--- src/rtl/intEntryPkg.sv ---
package intEntryPkg;

  typedef enum logic [2:0] {
    ST_IDLE,
    ST_DUMMY,
    ST_PUSH_HI,
    ST_PUSH_LO,
    ST_PUSH_STAT,
    ST_VEC_LO,
    ST_VEC_HI
  } seqState_t;

  typedef enum logic [2:0] {
    A_FETCH,
    A_PC,
    A_STACK,
    A_VEC_LO,
    A_VEC_HI
  } addrSel_t;

  typedef enum logic [1:0] {
    D_NONE,
    D_PC_HI,
    D_PC_LO,
    D_STATUS
  } dataSel_t;

  typedef struct packed {
    logic     loadCtx;
    logic     isBrk;
    logic     incPc;
    logic     pushEn;
    dataSel_t dataSel;
    addrSel_t addrSel;
    logic     setIntDis;
    logic     loadVecLo;
    logic     loadVecHi;
  } seqStrobe_t;

endpackage

--- src/rtl/intEntryCtrl.sv ---
module intEntryCtrl
  import intEntryPkg::*;
(
  input  logic       clk,
  input  logic       rstN,
  input  logic       instrBoundary,
  input  logic       brkDecode,
  input  logic       irqReq,
  input  logic       intDisable,
  output seqStrobe_t strobe
);

  seqState_t state, stateNext;
  logic      isBrkReg;
  logic      takeIrq, takeBrk, start;

  assign takeIrq = instrBoundary && irqReq && !intDisable;
  assign takeBrk = instrBoundary && brkDecode && !takeIrq;
  assign start   = (state == ST_IDLE) && (takeIrq || takeBrk);

  always_comb begin
    stateNext = state;
    case (state)
      ST_IDLE:      if (start) stateNext = ST_DUMMY;
      ST_DUMMY:     stateNext = ST_PUSH_HI;
      ST_PUSH_HI:   stateNext = ST_PUSH_LO;
      ST_PUSH_LO:   stateNext = ST_PUSH_STAT;
      ST_PUSH_STAT: stateNext = ST_VEC_LO;
      ST_VEC_LO:    stateNext = ST_VEC_HI;
      ST_VEC_HI:    stateNext = ST_IDLE;
      default:      stateNext = ST_IDLE;
    endcase
  end

  always_ff @(posedge clk) begin
    if (!rstN) begin
      state    <= ST_IDLE;
      isBrkReg <= 1'b0;
    end else begin
      state <= stateNext;
      if (start) isBrkReg <= takeBrk;
    end
  end

  always_comb begin
    strobe           = '0;
    strobe.dataSel   = D_NONE;
    strobe.addrSel   = A_FETCH;
    strobe.isBrk     = isBrkReg;
    case (state)
      ST_IDLE: begin
        strobe.loadCtx = start;
        strobe.isBrk   = takeBrk;
      end
      ST_DUMMY: begin
        strobe.addrSel = A_PC;
        strobe.incPc   = isBrkReg;
      end
      ST_PUSH_HI: begin
        strobe.addrSel = A_STACK;
        strobe.pushEn  = 1'b1;
        strobe.dataSel = D_PC_HI;
      end
      ST_PUSH_LO: begin
        strobe.addrSel = A_STACK;
        strobe.pushEn  = 1'b1;
        strobe.dataSel = D_PC_LO;
      end
      ST_PUSH_STAT: begin
        strobe.addrSel   = A_STACK;
        strobe.pushEn    = 1'b1;
        strobe.dataSel   = D_STATUS;
        strobe.setIntDis = 1'b1;
      end
      ST_VEC_LO: begin
        strobe.addrSel   = A_VEC_LO;
        strobe.loadVecLo = 1'b1;
      end
      ST_VEC_HI: begin
        strobe.addrSel   = A_VEC_HI;
        strobe.loadVecHi = 1'b1;
      end
      default: ;
    endcase
  end

  // a masked request with no break leaves the sequencer idle
  a_r7_masked_irq_idle: assert property (@(posedge clk) disable iff (!rstN)
    (state == ST_IDLE && instrBoundary && irqReq && intDisable && !brkDecode)
      |=> (state == ST_IDLE));

  // both sources at once enter as a hardware interrupt
  a_r9_irq_wins: assert property (@(posedge clk) disable iff (!rstN)
    (state == ST_IDLE && instrBoundary && irqReq && !intDisable && brkDecode)
      |=> (state == ST_DUMMY && !isBrkReg));

  // once started an entry runs to the vector high read without returning early
  a_r10_no_early_idle: assert property (@(posedge clk) disable iff (!rstN)
    (state != ST_IDLE && state != ST_VEC_HI) |=> (state != ST_IDLE));

  // the cycle after the vector high read is idle again
  a_r10_ends_idle: assert property (@(posedge clk) disable iff (!rstN)
    (state == ST_VEC_HI) |=> (state == ST_IDLE));

endmodule

--- src/rtl/intEntryPath.sv ---
module intEntryPath
  import intEntryPkg::*;
#(
  parameter int          DataW       = 8,
  parameter int          IntDisBit   = 2,
  parameter int          BreakBit    = 4,
  parameter int          FixedOneBit = 5,
  parameter logic [7:0]  StackPage   = 8'h01,
  parameter logic [15:0] VectorBase  = 16'hFFFE
) (
  input  logic                 clk,
  input  logic                 rstN,
  input  seqStrobe_t           strobe,
  input  logic [2*DataW-1:0]   fetchAddr,
  input  logic [DataW-1:0]     spIn,
  input  logic [DataW-1:0]     statusIn,
  input  logic [DataW-1:0]     busDataIn,
  output logic [2*DataW-1:0]   busAddr,
  output logic [DataW-1:0]     busDataOut,
  output logic                 busWrite,
  output logic [DataW-1:0]     spOut,
  output logic [2*DataW-1:0]   pcOut,
  output logic [DataW-1:0]     statusOut
);

  localparam int AddrW = 2 * DataW;
  localparam logic [AddrW-1:0] VecLoAddr = VectorBase;
  localparam logic [AddrW-1:0] VecHiAddr = VectorBase + AddrW'(1);

  logic [AddrW-1:0] pcReg, pcSave;
  logic [DataW-1:0] spReg, spSave;
  logic [DataW-1:0] statReg;
  logic [DataW-1:0] pushedStat;

  always_ff @(posedge clk) begin
    if (!rstN) begin
      pcReg   <= '0;
      pcSave  <= '0;
      spReg   <= '0;
      spSave  <= '0;
      statReg <= '0;
    end else begin
      if (strobe.loadCtx) begin
        pcReg   <= strobe.isBrk ? fetchAddr + AddrW'(1) : fetchAddr;
        pcSave  <= fetchAddr;
        spReg   <= spIn;
        spSave  <= spIn;
        statReg <= statusIn;
      end
      if (strobe.incPc)     pcReg <= pcReg + AddrW'(1);
      if (strobe.pushEn)    spReg <= spReg - DataW'(1);
      if (strobe.setIntDis) statReg[IntDisBit] <= 1'b1;
      if (strobe.loadVecLo) pcReg[DataW-1:0] <= busDataIn;
      if (strobe.loadVecHi) pcReg[AddrW-1:DataW] <= busDataIn;
    end
  end

  always_comb begin
    pushedStat              = statReg;
    pushedStat[FixedOneBit] = 1'b1;
    pushedStat[BreakBit]    = strobe.isBrk;
  end

  always_comb begin
    case (strobe.addrSel)
      A_PC:     busAddr = pcReg;
      A_STACK:  busAddr = {StackPage, spReg};
      A_VEC_LO: busAddr = VecLoAddr;
      A_VEC_HI: busAddr = VecHiAddr;
      default:  busAddr = fetchAddr;
    endcase
    case (strobe.dataSel)
      D_PC_HI:  busDataOut = pcReg[AddrW-1:DataW];
      D_PC_LO:  busDataOut = pcReg[DataW-1:0];
      D_STATUS: busDataOut = pushedStat;
      default:  busDataOut = '0;
    endcase
  end

  assign busWrite  = strobe.pushEn;
  assign spOut     = spReg;
  assign pcOut     = pcReg;
  assign statusOut = statReg;

  // every write lands in the stack page
  a_r4_stack_page: assert property (@(posedge clk) disable iff (!rstN)
    busWrite |-> (busAddr[AddrW-1:DataW] == StackPage));

  // the saved status byte always carries the fixed one bit
  a_r5_fixed_bit: assert property (@(posedge clk) disable iff (!rstN)
    (busWrite && strobe.dataSel == D_STATUS) |-> busDataOut[FixedOneBit]);

  // a break pushes the fetch address advanced by two
  a_r2_plus_two: assert property (@(posedge clk) disable iff (!rstN)
    (strobe.pushEn && strobe.dataSel == D_PC_HI && strobe.isBrk)
      |-> (pcReg == pcSave + AddrW'(2)));

  // a hardware interrupt pushes the fetch address unchanged
  a_r3_unadvanced: assert property (@(posedge clk) disable iff (!rstN)
    (strobe.pushEn && strobe.dataSel == D_PC_HI && !strobe.isBrk)
      |-> (pcReg == pcSave));

  // three pushes have happened by the vector high read
  a_r4_sp_minus_three: assert property (@(posedge clk) disable iff (!rstN)
    strobe.loadVecHi |-> (spReg == spSave - DataW'(3)));

  // interrupt-disable is set after the status push
  a_r6_intdis_set: assert property (@(posedge clk) disable iff (!rstN)
    strobe.setIntDis |=> statReg[IntDisBit]);

endmodule

--- src/rtl/intEntrySeq.sv ---
module intEntrySeq
  import intEntryPkg::*;
(
  input  logic        clk,
  input  logic        rstN,
  input  logic [15:0] fetchAddr,
  input  logic [7:0]  spIn,
  input  logic [7:0]  statusIn,
  input  logic        instrBoundary,
  input  logic        brkDecode,
  input  logic        irqReq,
  input  logic [7:0]  busDataIn,
  output logic [15:0] busAddr,
  output logic [7:0]  busDataOut,
  output logic        busWrite,
  output logic [7:0]  spOut,
  output logic [15:0] pcOut,
  output logic [7:0]  statusOut
);

  localparam int IntDisBit = 2;

  seqStrobe_t strobe;

  intEntryCtrl u_ctrl (
    .clk           (clk),
    .rstN          (rstN),
    .instrBoundary (instrBoundary),
    .brkDecode     (brkDecode),
    .irqReq        (irqReq),
    .intDisable    (statusIn[IntDisBit]),
    .strobe        (strobe)
  );

  intEntryPath #(
    .DataW     (8),
    .IntDisBit (IntDisBit)
  ) u_path (
    .clk        (clk),
    .rstN       (rstN),
    .strobe     (strobe),
    .fetchAddr  (fetchAddr),
    .spIn       (spIn),
    .statusIn   (statusIn),
    .busDataIn  (busDataIn),
    .busAddr    (busAddr),
    .busDataOut (busDataOut),
    .busWrite   (busWrite),
    .spOut      (spOut),
    .pcOut      (pcOut),
    .statusOut  (statusOut)
  );

endmodule

--- config.mk ---
export PLATFORM = sky130hd
export DESIGN_NAME = intEntrySeq
export DESIGN_NICKNAME = d
export VERILOG_FILES = /design/src/rtl/intEntryPkg.sv /design/src/rtl/intEntryCtrl.sv /design/src/rtl/intEntryPath.sv /design/src/rtl/intEntrySeq.sv
export SDC_FILE = /design/constraint.sdc
export NUM_CORES = 1
export LEC_CHECK = 0
export CORE_ASPECT_RATIO = 1.2
export CORE_MARGIN = 2
export CORE_UTILIZATION = 47
export CTS_BUF_LIST = sky130_fd_sc_hd__clkbuf_8 sky130_fd_sc_hd__clkbuf_16
export CTS_CLUSTER_SIZE = 16
export DETAILED_ROUTE_END_ITERATION = 10
export GPL_TIMING_DRIVEN = 0
export PLACE_DENSITY = 0.92
export SYNTH_ARGS = -nofsm -noshare
export SYNTH_HDL_FRONTEND = slang
export SYNTH_HIERARCHICAL = 1
export SYNTH_SLANG_ARGS = --single-unit
--- constraint.sdc ---
create_clock -name clk -period 2.7 [get_ports clk]
set_clock_uncertainty 0.2 [all_clocks]
set_input_delay 0.27 -clock clk [delete_from_list [all_inputs] [get_ports clk]]
set_output_delay 0.27 -clock clk [all_outputs]
set_load 0.01 [all_outputs]
# Word-level counts from Yosys, hierarchy flattened
# Cells that the tools add are included.
# word_totals
register_bits,36
elab_cells,58
out_inout_bits,57
in_bits,45
# op_classes
addsub,3
reduce_logical,14
mux,20
eq_ne,14
# ops
op,count
$pmux 16 s4,1
$mux 16,3
$add 16x1->16 const B,2
$mux 8,4
$pmux 8 s3,1
$pmux 3 s6,1
$eq 3x2->1 const B,4
$eq 3x3->1 const B,4
$pmux 3 s4,1
$pmux 3 s3,1
$sub 8x1->8 const B,1
$eq 3x1->1 const B,2
$mux 3,2
$reduce_bool 3->1,2
$logic_and 1x1->1,5
$mux 1,5
$eq 2x2->1 const B,2
$reduce_bool 2->1,2
$logic_not 3->1,1
$reduce_or 3->1,1
$eq 2x1->1 const B,1
$logic_not 1->1,2
$mux 2,1
$ne 2x1->1 const B,1
$logic_or 1x1->1,1

# Logic depth before layout (Yosys ltp)
# Gate-level depths: netlist (run 1).
# logic_depth
depth_word,11
mapped_depth,11

# By module
# Netlist (run 1), hierarchy kept.
# by_module_without_submodules
mod,instances,seq_area_each_um2,cells_each,area_each_um2
intEntryPath,1,640.6,374,2819.0
intEntryCtrl,1,80.1,44,352.8

# Worst setup path before layout (run 1)
# OpenSTA, ideal clock, no wires.
# synth_timing
path_type,reg-to-reg
from,register u_ctrl.state[2]
to,register u_path.pcReg[15] (netlist: u_path/pcOut[15])
setup_ns,0.086
arrival_time_ns,2.159
setup_slack_ns,0.255
path_buffers,3
period_less_slack_ns,2.445
stages_incl_launch_ff,11
cell_sequence,dfxtp_1 > buf_2 > or3_4 > o31ai_2 > buf_6 > and4_1 > buf_2 > nand2_1 > nor4_1 > xnor2_1 > a211oi_1
# synth_lines
element,line_no,rtl
from (decl),intEntryCtrl.sv:13,"seqState_t state, stateNext;"
from (signal assigned),intEntryCtrl.sv:40,state <= stateNext;
to (signal assigned),intEntryPath.sv:44,pcReg <= strobe.isBrk ? fetchAddr + AddrW'(1) : fetchAddr;
to (signal assigned),intEntryPath.sv:50,if (strobe.incPc) pcReg <= pcReg + AddrW'(1);
"to (signal, indexed assignment)",intEntryPath.sv:53,if (strobe.loadVecLo) pcReg[DataW-1:0] <= busDataIn;
to (decl),intEntryPath.sv:30,"logic [AddrW-1:0] pcReg, pcSave;"

==> results of run 1 <==
-- state kept, by name, summed over array words and instances, names as in the netlist --
signal            cells
u_path/spOut          8
u_path/pcOut         16
u_path/statusOut      8
u_ctrl/isBrkReg       1
u_ctrl/state          3
-- where the power goes --
part	switching, mW	internal [mW]	total [mW]
sequential	0.0825	0.581	0.664
clock	0.222	0.180	0.402
combinational	0.363	0.373	0.736
total	0.668	1.13	1.80
-- kinds of logic (layout without fill, tap and decap cells) --
family,count (synthesis),in the layout
flip-flops,36,36
buffers and inverters,46,155
adder cells (fa/ha/maj),5,5
multiplexers,22,22
XOR/XNOR,18,18
AO/OA/AOI/OAI,130,130
AND/OR/NAND/NOR,161,161
-- placed cells by master, fill, tap and decap left out, drive strengths merged, types with 10 or more instances in the layout --
cell type      Yosys  routed
a21oi             25      25
and3              10      10
buf               15      28
clkbuf            18      22
clkdlybuf4s50      0      74
dfxtp             36      36
dlygate4sd2        0      13
inv               13      13
mux2              13      13
nand2             41      41
nand3             18      18
nor2              19      19
nor2b             20      20
o21ai             30      30
o22ai             17      17
xnor2             11      11
-- repair_timing --
action                                 4_1_cts  5_1_grt
pin swaps                                    0        6
setup endpoints to repair                   44       22
resized for setup                           68       22
endpoints found under the hold margin        0        0
buffers inserted                             5        2
-- metal layers --
metal  GRT usage [%]  up-vias
li1                -     1766
met1           34.81     1825
met2           55.51      220
met3           4.615       49
met4           16.95        0
met5               0        -
-- tightest hold or removal path, cell delays in order --
cell	delay, ns
buf_6	0.13
nand3_1	0.09
xnor2_1	0.08
nor2_1	0.09
o41ai_1	0.07
-- cell type report --
class	count	area share, %
Timing Repair Buffer	103	21.75
Inverter	13	1.086
Multi-Input combinational cell	336	51.32
Tap cell	85	2.367
Clock inverter	3	0.4177
Clock buffer	5	1.532
Sequential cell	36	16.18
Buffer	31	5.347
-- worst paths after layout --
kind | startpoint | slack [ns] | to | cells after the start
worst max-delay path | u_ctrl/state[2] | 0.001 | busAddr[1] | 8
worst min register to register | u_path/statusOut[4] | 0.34 | u_path/statusOut[4] | 2
worst min-delay path | fetchAddr[3] | 0.27 | u_path/pcOut[7] | 5
worst max register to register | u_ctrl/state[1] | 0.08 | u_path/spOut[5] | 9
==> results.yml, run 1 <==
grt:
  grtUsageTotal_pct: 30.98
  antenna_found_initial: 0
  grt_max_degree: 13
  overflow: 0
  grt_pass1_wl_um: 18080
  grt_pass1_vias: 3702
clocking:
  htreeDepth: 2
  clock_latency_ns: 0.30
  cts-root-buf: "clkbuf_8"
  hold_buffers: 0
  cts_buffer_depth: 2
  cts_sinks: 36
  clk_pin_slew_ns: 0.08
  cts_tree: "yes"
  cts_buffers: 5
timing:
  finalMaxSlewViolations: 0
  fin_tns_setup_ns: 0
  fin_crit_sh_pct: 99.95
  hold_viol: 0
  rsz0062_at_grt: "yes"
  fin_ws_ns: 0.001439
  fmax_mhz: 370.6
  tightest_slew_ns: 0.6955
  period_needed_ns: 2.699
  holdWs_ns: 0.2737
  setup_violations: 0
  relSlewSlack_pct: 52.98
pwr:
  power_per_cell_area_nw_per_um2: 401.1
  leakage_nw: 1.713
  power_mw: 1.802
  worst_ir_drop_vdd_mv: 0.2631
logic_synthesis:
  synth_top_area_cell: "dfxtp_1"
  synth_seq_cells: 36
  synthesis.nets: 468
  ys.flop_type: "dfxtp_1"
  syn_avg_cell_area_um2: 7.588
  synth-edff-count: 0
  synth_top_family_by_area: "simple AND/OR/NAND/NOR gates"
  synth_warnings: 6
  netlist_area_um2: 3172
  synth_cell_types: 68
  synth.area.mux_share_pct: 7.456
  synthTopCellsByArea: "dfxtp_1 23%, nand2_1 4.9%, a21oi_1 3.9%"
  synthAdderAreaFrac_pct: 1.972
  synth_compound_area_share_pct: 27.10
  netlist_instances: 418
  yosysMostFrequentCell: "nand2_1"
  yosysSeqAreaShare_pct: 22.72
  yosys.area_share.simple_pct: 28.09
  synthTopCellsByCount: "41 x nand2_1, 36 x dfxtp_1, 25 x a21oi_1"
  async_flop_share_pct: 0
  synth.top_cell.area_share_pct: 22.72
  synth-xor-area-share_pct: 4.970
final_layout:
  drive_gt1_share_pct: 16.70
  seq_area_um2: 726.9
  fillers: 554
  fin_util_pct: 69.27
  antenna_cells: 0
  design_area_um2: 4493
  final_cell_count_no_fill: 612
  num-nets-final: 576
  syn2layout_area_growth_pct: 41.66
  multiInputGateArea_um2: 2306
route:
  drt_pass1_iterations: 5
  wl_met2_um: 5947
  wirelength_um: 11640
  dr_wl_met3_um: 778
  remaining_drc_errors: 0
  drt-wirelength-per-cell_um: 19.02
  viasPerCell: 6.307
  antenna_left: 0
  dr.max_layer_used: "met4"
  drt-met1-wl_um: 4302
  drt_iter0_markers: 340
  vias: 3860
worst_setup_path:
  cp_data_required_time_ns: 2.23
  crit_chain: "buf_6 -> and3_2 -> buf_4 -> clkbuf_4 -> or2_4 -> o22ai_1 -> a21oi_1 -> dlygate4sd2_1"
  cp_slowest_stage_delay_ns: 0.33
  path_max_fanout: 10
  critPathSlowestCell: "dfxtp_2"
  arrival_ns: 2.23
  critical_path.startpoint_type: "flop"
  path_buf_inv: 4
  cp-end-kind: "output pin"
  crit_type: "reg2out"
  crit_family: "buffers and inverters"
die:
  io_pins: 102
  die_area_um2: 7424
  die_h_um: 93.99
  die_w_um: 78.99
  fp-row-count: 32
  start_util_pct: 48.90
  core_region_area_um2: 6486
placement:
  place_ws_ns: -0.5262
  io_buffers: 97
  dpl.hpwl_um: 8618
  placedCellCount: 600
  globalplace.congestion: 0.9822
  placed_area_um2: 4249
min_path:
  hp-class: "in2reg"
run:
  drv_cap: 0
run_status:
  status: "complete, no violations"
Note: power is estimated with default switching activity, not from simulation.
==> inputs of run 2 (changes only) <==
==> constraint.sdc (replaced) <==
create_clock -name clk -period 2.6 [get_ports clk]
set_clock_uncertainty 0.2 [all_clocks]
set_input_delay 0.26 -clock clk [delete_from_list [all_inputs] [get_ports clk]]
set_output_delay 0.26 -clock clk [all_outputs]
set_load 0.01 [all_outputs]
==> results.yml, run 2 (synthesized netlist as in run 1, its figures left out) <==
timing:
  relSlewSlack_pct: 57.31
  rsz0062_at_grt: "yes"
  fmax_mhz: 376.7
  hold_viol: 0
  fin_crit_sh_pct: 102.1
  finalMaxSlewViolations: 0
  tightest_slew_ns: 0.6403
  fin_ws_ns: -0.05431
  period_needed_ns: 2.654
  setup_violations: 8
clocking:
  cts_buffers: 5
  cts_buffer_depth: 2
  clock_latency_ns: 0.30
  cts_sinks: 36
  cts-root-buf: "clkbuf_8"
  htreeDepth: 2
  cts_tree: "yes"
  clk_pin_slew_ns: 0.08
final_layout:
  design_area_um2: 4634
  syn2layout_area_growth_pct: 46.11
  num-nets-final: 585
  fin_util_pct: 71.45
  final_cell_mix: "73 x clkdlybuf4s50_1, 39 x nand2_1, 33 x dfxtp_1"
  largest_reg_flops: 16
  drive_gt1_share_pct: 21.46
  antenna_cells: 0
  final_common_cell: "clkdlybuf4s50_1"
placement:
  place_ws_ns: -0.6162
  io_buffers: 97
  dpl.hpwl_um: 8618
  globalplace.congestion: 0.9822
  placed_area_um2: 4249
pwr:
  leakage_nw: 1.785
  power_per_cell_area_nw_per_um2: 411.7
  power_mw: 1.908
  worst_ir_drop_vdd_mv: 0.2722
route:
  antenna_left: 0
  viasPerCell: 6.377
  drt_iter0_markers: 442
  wirelength_um: 11870
  remaining_drc_errors: 0
  vias: 3960
  drt-wirelength-per-cell_um: 19.12
  drt_pass1_iterations: 5
grt:
  grt_max_degree: 13
  grt_pass1_vias: 3763
  grtUsageTotal_pct: 31.50
  grt_pass1_wl_um: 18290
  overflow: 0
  antenna_found_initial: 0
die:
  io_pins: 102
  start_util_pct: 48.90
  core_region_area_um2: 6486
  die_area_um2: 7424
  fp-row-count: 32
  die_h_um: 93.99
  die_w_um: 78.99
min_path:
  hp-class: "in2reg"
  min-delay-start: "fetchAddr[5]"
  min_path_cells: 4
  worstHoldEndpoint: "u_path/pcOut[5]"
worst_setup_path:
  cp_slowest_stage_delay_ns: 0.40
  critical_path.startpoint_type: "flop"
  reg2reg_depth: 11
  crit_type: "reg2reg"
  ff2ff_setup_slack_ns: -0.05
  reg2reg_from: "u_ctrl/state[2]"
  path_max_fanout: 5
  crit_chain: "buf_6 -> or3_4 -> o31ai_4 -> buf_6 -> buf_6 -> and4_1 -> buf_6 -> nand4_1 -> xnor2_2 -> o221ai_2 -> a211oi_2"
  cp-end-kind: "flop"
  critPathSlowestCell: "or3_4"
  crit_top_cell: "buf_6"
  r2r-end: "u_path/pcOut[9]"
  cp_data_required_time_ns: 2.63
  arrival_ns: 2.68
run_status:
  failed_checks: "negative setup slack"
  status: "finished, violations left"
run:
  drv_cap: 0
==> run 2: critical path, delay by kind of cell, from the launching register on <==
family | cells | cell delay, ns
xor gates and xnor gates | 1 | 0.28
and+or+nand+nor | 3 | 0.73
AOI/OAI and AO/OA | 3 | 0.54
buffers and inverters | 4 | 0.47
DFF | 1 | 0.34
==> run 2: layout make-up <==
type                            instances  area [um^2]
Clock inverter                          3        18.77
Clock buffer                            5        68.82
Sequential cell                        36        726.9
Buffer                                 31        247.7
Inverter                               13        51.30
Fill cell                             524         1852
Timing Repair Buffer                  112         1030
Multi-Input combinational cell        336         2385
Tap cell                               85        106.4
==> run 2: what timing repair did <==
item	CTS	global route
pin swaps	6	7
gates cloned	2	0
resized for setup	91	35
buffers inserted	10	3
hold buffers	0	0
endpoints found under the setup margin	48	33
==> run 2: power breakdown <==
part | switching [mW] | internal [mW]
Combinational | 0.394 | 0.404
Sequential | 0.0870 | 0.603
Clock | 0.232 | 0.187
==> run 2: routing by layer <==
metal	vias up	global-route usage [%]	share of wire, %
met2	258	55.01	51
met4	0	18.68	5.4
li1	1785	-	-
met5	-	0	0
met3	51	5.673	7.4
met1	1866	35.40	37
==> run 2: worst max path at each step <==
| stage | from | slack (ns) | depth (start not counted) | end |
|---|---|---|---|---|
| after floorplan | u_ctrl/state[2] | 0.16 | 10 | u_path/pcOut[15] |
| after global placement | irqReq | -0.60 | 10 | u_path/pcOut[11] |
| after detailed placement | irqReq | -0.62 | 10 | u_path/pcOut[11] |
| after CTS | u_ctrl/state[2] | -0.02 | 11 | u_path/pcOut[11] |
| after global routing | u_ctrl/state[1] | -0.12 | 11 | busAddr[1] |
| final | u_ctrl/state[2] | -0.05 | 11 | u_path/pcOut[9] |
==> run 2: metrics by stage <==
stage / TNS, ns / hold WS [ns] / instances
6_report: -0.1639 / 0.2152 / 621
5_1_grt: -1.410 / 0.2061 / 621
4_1_cts: -0.01746 / 0.2385 / 618
3_5_place_dp: -18.44 / 0.3168 / 600
3_3_place_gp: -16.99 / 0.2984 / 600
2_1_floorplan: 0 / 0.1643 / 418
